[config.mk]
export PLATFORM = sky130hd
export DESIGN_NAME = gpio_cfg_port
export DESIGN_NICKNAME = d
export VERILOG_FILES = /design/src/rtl/gpio_port_pkg.sv /design/src/rtl/gpio_rst_sync.sv /design/src/rtl/gpio_in_sync.sv /design/src/rtl/gpio_port_regs.sv /design/src/rtl/gpio_pad_ctrl.sv /design/src/rtl/gpio_cfg_port.sv
export SDC_FILE = /design/constraint.sdc
export NUM_CORES = 1
export LEC_CHECK = 0
export BUFFER_PORTS_ARGS = -buffer_cell sky130_fd_sc_hd__buf_2
export CAP_MARGIN = 10
export CORE_ASPECT_RATIO = 0.5
export CORE_MARGIN = 3
export CORE_UTILIZATION = 33
export CTS_BUF_LIST = sky130_fd_sc_hd__clkbuf_2
export DETAILED_ROUTE_END_ITERATION = 10
export PLACE_DENSITY = 0.67
export SETUP_SLACK_MARGIN = 0.05
export SLEW_MARGIN = 20
export SYNTH_ARGS = -nofsm -noshare
export SYNTH_HDL_FRONTEND = slang
export SYNTH_SLANG_ARGS = --single-unit
export TNS_END_PERCENT = 10
[constraint.sdc]
create_clock -name clk -period 1.45 [get_ports clk]
set_input_delay 0.435 -clock clk [delete_from_list [all_inputs] [get_ports clk]]
set_output_delay 0.435 -clock clk [all_outputs]
set_load 0.005 [all_outputs]
[src/rtl/gpio_port_pkg.sv]
package gpio_port_pkg;

  typedef enum logic [1:0] {
    PORT_BIDIR   = 2'd0,
    PORT_CTRL    = 2'd1,
    PORT_OUTONLY = 2'd2
  } port_kind_e;

  // pin mode, encoded as {direction bit, value bit}
  typedef enum logic [1:0] {
    PM_FLOAT  = 2'b00,
    PM_PULLUP = 2'b01,
    PM_DRIVE0 = 2'b10,
    PM_DRIVE1 = 2'b11
  } pin_mode_e;

  localparam int unsigned REG_AW = 2;
  localparam logic [REG_AW-1:0] A_CFG  = 2'd0;
  localparam logic [REG_AW-1:0] A_DATA = 2'd1;
  localparam logic [REG_AW-1:0] A_PIN  = 2'd2;

  // control-port bit positions
  localparam int unsigned HALT_BIT = 7;
  localparam int unsigned IDLE_BIT = 6;
  localparam int unsigned SCK_BIT  = 6;
  localparam int unsigned WDLY_BIT = 7;

endpackage

[src/rtl/gpio_rst_sync.sv]
module gpio_rst_sync (
  input  logic clk,
  input  logic rst_n,
  output logic rst_core_n
);
  logic [1:0] shift_q;

  always_ff @(posedge clk or negedge rst_n) begin
    if (!rst_n) shift_q <= 2'b00;
    else        shift_q <= {shift_q[0], 1'b1};
  end

  assign rst_core_n = shift_q[1];
endmodule

[src/rtl/gpio_in_sync.sv]
module gpio_in_sync #(
  parameter int unsigned W      = 8,
  parameter int unsigned STAGES = 2
) (
  input  logic         clk,
  input  logic         rst_n,
  input  logic [W-1:0] d,
  output logic [W-1:0] q
);
  logic [W-1:0] stg_q [STAGES];

  for (genvar s = 0; s < STAGES; s++) begin : g_stage
    logic [W-1:0] stg_d;
    if (s == 0) begin : g_first
      assign stg_d = d;
    end else begin : g_next
      assign stg_d = stg_q[s-1];
    end
    always_ff @(posedge clk or negedge rst_n) begin
      if (!rst_n) stg_q[s] <= '0;
      else        stg_q[s] <= stg_d;
    end
  end

  assign q = stg_q[STAGES-1];
endmodule

[src/rtl/gpio_port_regs.sv]
module gpio_port_regs
  import gpio_port_pkg::*;
#(
  parameter int unsigned W    = 8,
  parameter port_kind_e  KIND = PORT_CTRL
) (
  input  logic              clk,
  input  logic              rst_n,
  input  logic              wr,
  input  logic [REG_AW-1:0] addr,
  input  logic [W-1:0]      wdata,
  output logic [W-1:0]      cfg_q,
  output logic [W-1:0]      data_q,
  output logic              halt_q,
  output logic              idle_q
);
  localparam bit IS_CTRL = (KIND == PORT_CTRL);
  localparam bit IS_OUT  = (KIND == PORT_OUTONLY);
  localparam logic [W-1:0] PWR_MASK =
    IS_CTRL ? ((W'(1) << HALT_BIT) | (W'(1) << IDLE_BIT)) : '0;
  localparam logic [W-1:0] CFG_RST  = IS_OUT ? {W{1'b1}} : '0;
  localparam logic [W-1:0] DATA_RST = IS_OUT ? {W{1'b1}} : '0;

  logic         cfg_we, data_we;
  logic [W-1:0] cfg_d, data_d;
  logic         halt_d, idle_d;

  always_comb begin
    cfg_we  = wr && (addr == A_CFG) && !IS_OUT;
    data_we = wr && (addr == A_DATA);
    cfg_d   = wdata;
    data_d  = wdata & ~PWR_MASK;
    halt_d  = 1'b0;
    idle_d  = 1'b0;
    if (IS_CTRL && data_we) begin
      halt_d = wdata[HALT_BIT];
      idle_d = wdata[IDLE_BIT];
    end
  end

  always_ff @(posedge clk or negedge rst_n) begin
    if (!rst_n) begin
      cfg_q  <= CFG_RST;
      data_q <= DATA_RST;
      halt_q <= 1'b0;
      idle_q <= 1'b0;
    end else begin
      if (cfg_we)  cfg_q  <= cfg_d;
      if (data_we) data_q <= data_d;
      halt_q <= halt_d;
      idle_q <= idle_d;
    end
  end
endmodule

[src/rtl/gpio_pad_ctrl.sv]
module gpio_pad_ctrl
  import gpio_port_pkg::*;
#(
  parameter int unsigned W = 8
) (
  input  logic [W-1:0] cfg,
  input  logic [W-1:0] data,
  output logic [W-1:0] oe,
  output logic [W-1:0] out,
  output logic [W-1:0] pu
);
  for (genvar i = 0; i < W; i++) begin : g_pin
    pin_mode_e mode;
    assign mode = pin_mode_e'({cfg[i], data[i]});
    always_comb begin
      oe[i]  = 1'b0;
      out[i] = 1'b0;
      pu[i]  = 1'b0;
      unique case (mode)
        PM_FLOAT:  ;
        PM_PULLUP: pu[i] = 1'b1;
        PM_DRIVE0: oe[i] = 1'b1;
        PM_DRIVE1: begin
          oe[i]  = 1'b1;
          out[i] = 1'b1;
        end
        default: ;
      endcase
    end
  end
endmodule

[src/rtl/gpio_cfg_port.sv]
module gpio_cfg_port
  import gpio_port_pkg::*;
#(
  parameter int unsigned W           = 8,
  parameter int unsigned SYNC_STAGES = 2,
  parameter port_kind_e  KIND        = PORT_CTRL
) (
  input  logic              clk,
  input  logic              rst_n,
  input  logic              bus_wr,
  input  logic [REG_AW-1:0] bus_addr,
  input  logic [W-1:0]      bus_wdata,
  output logic [W-1:0]      bus_rdata,
  input  logic [W-1:0]      pin_in,
  output logic [W-1:0]      pin_oe,
  output logic [W-1:0]      pin_out,
  output logic [W-1:0]      pin_pu,
  output logic              halt_req,
  output logic              idle_req,
  output logic              alt_sck_phase,
  output logic              wake_dly_en
);
  logic         rst_core_n;
  logic [W-1:0] cfg_q, data_q, pin_sync;
  logic         halt_q, idle_q;

  gpio_rst_sync u_rst (
    .clk        (clk),
    .rst_n      (rst_n),
    .rst_core_n (rst_core_n)
  );

  gpio_port_regs #(.W(W), .KIND(KIND)) u_regs (
    .clk    (clk),
    .rst_n  (rst_core_n),
    .wr     (bus_wr),
    .addr   (bus_addr),
    .wdata  (bus_wdata),
    .cfg_q  (cfg_q),
    .data_q (data_q),
    .halt_q (halt_q),
    .idle_q (idle_q)
  );

  gpio_pad_ctrl #(.W(W)) u_pad (
    .cfg  (cfg_q),
    .data (data_q),
    .oe   (pin_oe),
    .out  (pin_out),
    .pu   (pin_pu)
  );

  gpio_in_sync #(.W(W), .STAGES(SYNC_STAGES)) u_sync (
    .clk   (clk),
    .rst_n (rst_core_n),
    .d     (pin_in),
    .q     (pin_sync)
  );

  always_comb begin
    unique case (bus_addr)
      A_CFG:   bus_rdata = (KIND == PORT_OUTONLY) ? '0 : cfg_q;
      A_DATA:  bus_rdata = data_q;
      A_PIN:   bus_rdata = pin_sync;
      default: bus_rdata = '0;
    endcase
  end

  if (KIND == PORT_CTRL) begin : g_ctrl
    assign halt_req      = halt_q;
    assign idle_req      = idle_q;
    assign alt_sck_phase = cfg_q[SCK_BIT];
    assign wake_dly_en   = cfg_q[WDLY_BIT];
  end else begin : g_plain
    logic unused_pwr;
    assign unused_pwr    = halt_q ^ idle_q;
    assign halt_req      = 1'b0;
    assign idle_req      = 1'b0;
    assign alt_sck_phase = 1'b0;
    assign wake_dly_en   = 1'b0;
  end
endmodule

* Word-level counts from Yosys, hierarchy flattened
Cells that the tools add are included.
Storage, ports and cells: ROM bits 0, memories kept 0, bits in writable memories 0, logic and storage cells 59, bits in latches 0, flip-flop bits (word level) 34
Operators by class: $add $sub $neg 0, reductions and logical operators 9, order comparisons 0, bitwise gates (word level) 0, shifts and indexed selects 0, multipliers 0, mux-type cells 23, divide/modulo/power cells 0, equal/unequal tests 20
Operator list (count):
- $eq 2x2->1 const B | 13
- $pmux 8 s3 | 1
- $mux 1 | 22
- $eq 2x1->1 const B | 7
- $reduce_or 2->1 | 6
- $logic_and 1x1->1 | 2
- $logic_not 2->1 | 1

* Logic depth before layout (Yosys ltp)
word-level depth 3, mapped depth 3, gate-level depth less buffers 2

* Cells and area by module
From an unflattened synthesis, not the netlist that was laid out.
Second synthesis, totals: cell total of the unflattened synthesis 102, area, all modules 1403.8 sq um
By module, submodules not included:
- gpio_port_regs | seq. area each 400.4 sq um, area each 621.8 sq um, times used 1, cells each 39
- gpio_in_sync | seq. area each 400.4 sq um, area each 400.4 sq um, times used 1, cells each 16
- gpio_cfg_port | seq. area each 0.0 sq um, area each 197.7 sq um, times used 1, cells each 20
- gpio_pad_ctrl | seq. area each 0.0 sq um, area each 130.1 sq um, times used 1, cells each 24
- gpio_rst_sync | seq. area each 50.0 sq um, area each 53.8 sq um, times used 1, cells each 3

* Least setup slack after synthesis
Ideal clock, no wire load.
path type input port to flip-flop, start input port bus_addr[0], end register u_regs.cfg_q[0], data arrival time 1.293 ns, path slack 0.032 ns, stages 3, path buffers 1, data required time 1.325 ns, cells stage by stage buf_4 -> nor3b_4 -> mux2_2
On the way: cells in the longest elaborated chain, start to end 2
RTL lines:
- start: declaration | RTL line gpio_cfg_port.sv:11 | input logic [REG_AW-1:0] bus_addr,
- $logic_not 2->1 | RTL line gpio_port_regs.sv:29 | cfg_we = wr && (addr == A_CFG) && !IS_OUT;
- $logic_and 1x1->1 | RTL line gpio_port_regs.sv:29
- end signal: assignment | RTL line gpio_port_regs.sv:48 | if (cfg_we) cfg_q <= cfg_d;
- end: declaration | RTL line gpio_port_regs.sv:12 | output logic [W-1:0] cfg_q,
Every way passes these cells. A chain may end at the register's enable or synchronous reset.

* Final worst setup path
start register u_regs.cfg_q[0], end output port bus_rdata[0]
On the way: cells in the longest elaborated chain, start to end 1
RTL lines:
- $pmux 8 s3 | RTL line gpio_cfg_port.sv:61 | unique case (bus_addr)
- end: declaration | RTL line gpio_cfg_port.sv:13 | output logic [W-1:0] bus_rdata,
Every way passes these cells.

==> impl_metrics.sql <==
INSERT INTO impl_metrics (metric_group, metric, value, unit) VALUES
('placed_design', 'place.gp.congestion', '0.700', ''),
('power_and_ir_drop', 'p_leak', '0.904', 'nW'),
('floorplan', 'floorplan.die.height', '51.5', 'µm'),
('synth', 'yosysTopAreaCell', 'sky130_fd_sc_hd__dfrtp_1', ''),
('routing', 'route.antenna.remaining_nets', '0', ''),
('sta', 'post-route-min-period', '1.59', 'ns'),
('grt', 'number_of_global_route_vias_before_repair', '913', ''),
('power_and_ir_drop', 'power.internal', '1.42', 'mW'),
('power_and_ir_drop', 'power.sequential.fraction', '0.572', ''),
('clocking', 'cts.htree.levels', '2', ''),
('sta', 'clock_skew', '0.0200', 'ns'),
('layout', 'multi_input_comb_area', '437', 'µm²'),
('critical_path', 'critical_path_arrival', '1.15', 'ns'),
('layout', 'antenna-diode-count', '0', ''),
('sta', 'timing_hold_violations_final', '0', ''),
('critical_path', 'start_kind', 'flop', ''),
('synth', 'synth_sequential_area_ratio', '0.623', ''),
('power_and_ir_drop', 'power.share.switching', '0.279', ''),
('critical_path', 'timing.critical_path.slowest_stage_cell', 'sky130_fd_sc_hd__dfrtp_1', ''),
('grt', 'global_route.overflow_total', '0', ''),
('run_status', 'run_status', 'finished with violations', ''),
('clocking', 'cts_inserted_buffers', '5', ''),
('power_and_ir_drop', 'p_sw', '0.550', 'mW'),
('synth', 'synth.area.top_cells', 'sky130_fd_sc_hd__dfrtp_1, sky130_fd_sc_hd__mux2_2, sky130_fd_sc_hd__mux2i_1, sky130_fd_sc_hd__buf_4, sky130_fd_sc_hd__o2bb2ai_1', ''),
('grt', 'grt_max_degree', '33', ''),
('synth', 'synthesis.instances', '98', ''),
('critical_path', 'cpPeakStageDelay', '0.45', 'ns'),
('critical_path', 'critPathRequiredTime', '1.02', 'ns'),
('sta', 'slew_violations', '0', ''),
('run_status', 'violations_in_the_final_reports', 'negative setup slack', ''),
('critical_path', 'critical_path_peak_fanout', '5', ''),
('floorplan', 'dieWidth', '97', 'µm'),
('routing', 'wl_per_cell', '12.4', 'µm'),
('min_path', 'hp-class', 'in2reg', ''),
('layout', 'fin_util', '0.475', ''),
('floorplan', 'coreArea', '3700', 'µm²'),
('critical_path', 'setup.worst_path.end_class', 'output port', ''),
('placed_design', 'io_buffers', '52', ''),
('synth', 'yosysWarningCount', '0', ''),
('grt', 'gr-usage-all-layers', '0.114', ''),
('layout', 'fillerInstances', '355', ''),
('critical_path', 'critical_path.cell_chain', 'mux2i_1, o2bb2ai_1, buf_2', ''),
('layout', 'stdcell_count', '209', ''),
('clocking', 'numClockSinks', '34', ''),
('layout', 'layout_common_cells', 'sky130_fd_sc_hd__buf_2, sky130_fd_sc_hd__dfrtp_1, sky130_fd_sc_hd__mux2_2, sky130_fd_sc_hd__buf_4, sky130_fd_sc_hd__mux2i_1', ''),
('synth', 'synthDominantCellAreaShare', '0.623', ''),
('layout', 'sequential_cell_area', '851', 'µm²'),
('layout', 'design_area', '1760', 'µm²'),
('floorplan', 'rows', '15', ''),
('floorplan', 'fp.dieArea', '5000', 'µm²'),
('power_and_ir_drop', 'share_comb_of_total_power', '0.215', ''),
('routing', 'drt_first_iter_violations', '21', ''),
('floorplan', 'start_util', '0.370', ''),
('routing', 'post-route-drc-count', '0', ''),
('sta', 'setup_slack', '-0.137', 'ns'),
('synth', 'synth.ff_latch_count', '34', ''),
('clocking', 'cts.repair_timing.setup_buffer_count', '0', ''),
('clocking', 'insertion_delay', '0.37', 'ns'),
('layout', 'area_delta_synth_final', '28.5', '%'),
('sta', 'grt_setup_unrepaired', 'yes', ''),
('sta', 'setup-violations-final', '20', ''),
('routing', 'detail_route.first_pass.iterations', '4', ''),
('layout', 'post_layout_nets', '178', ''),
('clocking', 'max-clock-path-buffers', '2', ''),
('synth', 'syn-mean-instance-area', '13.9', 'µm²'),
('power_and_ir_drop', 'maximum_vdd_drop', '0.281', 'mV'),
('power_and_ir_drop', 'cellPowerDensity', '1120', 'nW/µm²'),
('grt', 'grt_pass1_wl', '4.31', 'mm'),
('synth', 'yosysUniqueCellTypes', '14', ''),
('layout', 'layout_commonest_cell', 'sky130_fd_sc_hd__buf_2', ''),
('placed_design', 'placed_cells_incl_taps', '200', '');
## layout make-up
cell class / instances / area share
tap: 51 / 0.0364
clock buffer: 6 / 0.0171
multi-input combinational: 52 / 0.249
clock inverter: 2 / 0.00499
timing repair buffer: 64 / 0.208
sequential: 34 / 0.485
## what timing repair did
| item | CTS | global route |
|---|---|---|
| pin swaps | 10 | 1 |
| setup endpoints to repair | 29 | 32 |
| hold buffers | 1 | 0 |
| hold endpoints to repair | 2 | 0 |
| gates cloned | 0 | 0 |
## per-stage QoR
stage                     hold WS [ns]  setup slack (ns)  TNS, ns  power [mW]
after floorplan                  0.139            0.0496        0        1.38
after global placement           0.220           -0.0954    -1.03        1.56
after detailed placement         0.223            -0.100    -1.11        1.58
after CTS                        0.121            -0.184    -2.25        2.01
after global routing            0.0855            -0.261    -4.06        2.11
final                            0.152            -0.137    -1.50        1.97
## power by group through the flow
stage               Combinational, mW  Sequential, mW  Clock (mW)
floorplan                       0.244            1.14           0
global placement                0.420            1.14           0
detailed placement              0.429            1.15           0
CTS                             0.432            1.13       0.449
global route                    0.469            1.15       0.493
finish                          0.423            1.13       0.419
## per-layer routing
metal	wire [µm]	vias to the layer above	global-route usage
met5	0	-	0
met1	1090	429	0.125
met2	1260	23	0.191
li1	-	437	-
met3	170	8	0.0482
met4	66	0	0.0699
## registers in the layout (all words and copies together) (netlist names)
register,flops
u_regs.idle_q,1
u_regs.cfg_q,8
u_rst.shift_q,2
u_regs.halt_q,1
u_regs.data_q,6
u_sync.g_stage.stg_d,8
u_sync.q,8
## critical path, delay by kind of cell (launching register included)
| kind | cells | cell delay [ns] |
|---|---|---|
| muxes | 1 | 0.14 |
| buffers and inverters | 1 | 0.12 |
| AOI/OAI and AO/OA | 1 | 0.07 |
| DFF | 1 | 0.45 |
## kinds of logic after synthesis
logic type / share of synthesized area
compound gates: 0.0385
buf+inv: 0.0659
flops: 0.623
mux: 0.174
other cells: 0.00550
simple gates: 0.0934
## cell usage after synthesis, drive strengths merged
| cell type | n |
|---|---|
| and2 | 6 |
| and3 | 2 |
| buf | 8 |
| clkbuf | 7 |
| conb | 2 |
| dfrtp | 34 |
| mux2 | 14 |
| mux2i | 8 |
| nand3b | 1 |
| nor2 | 2 |
| nor2b | 7 |
| nor3b | 1 |
| o2bb2ai | 6 |
## final timing paths
path / slack [ns] / start / to / cells past startpoint
worst max register to register: 0.64 / u_regs.cfg_q[4] / u_regs.cfg_q[4] / 1
worst min register to register: 0.26 / u_rst.shift_q[1] / u_sync.g_stage[1].stg_d[2] / 1
worst min-delay path: 0.15 / pin_in[4] / u_sync.g_stage[1].stg_d[4] / 1
min in group asynchronous: 0.26 / u_rst.shift_q[1] / u_sync.g_stage[1].stg_d[2] / 1
max in group asynchronous: 0.89 / u_rst.shift_q[1] / u_sync.q[5] / 1
worst max-delay path: -0.14 / u_regs.cfg_q[0] / bus_rdata[0] / 3
Note: power is estimated with default switching activity, not from simulation.
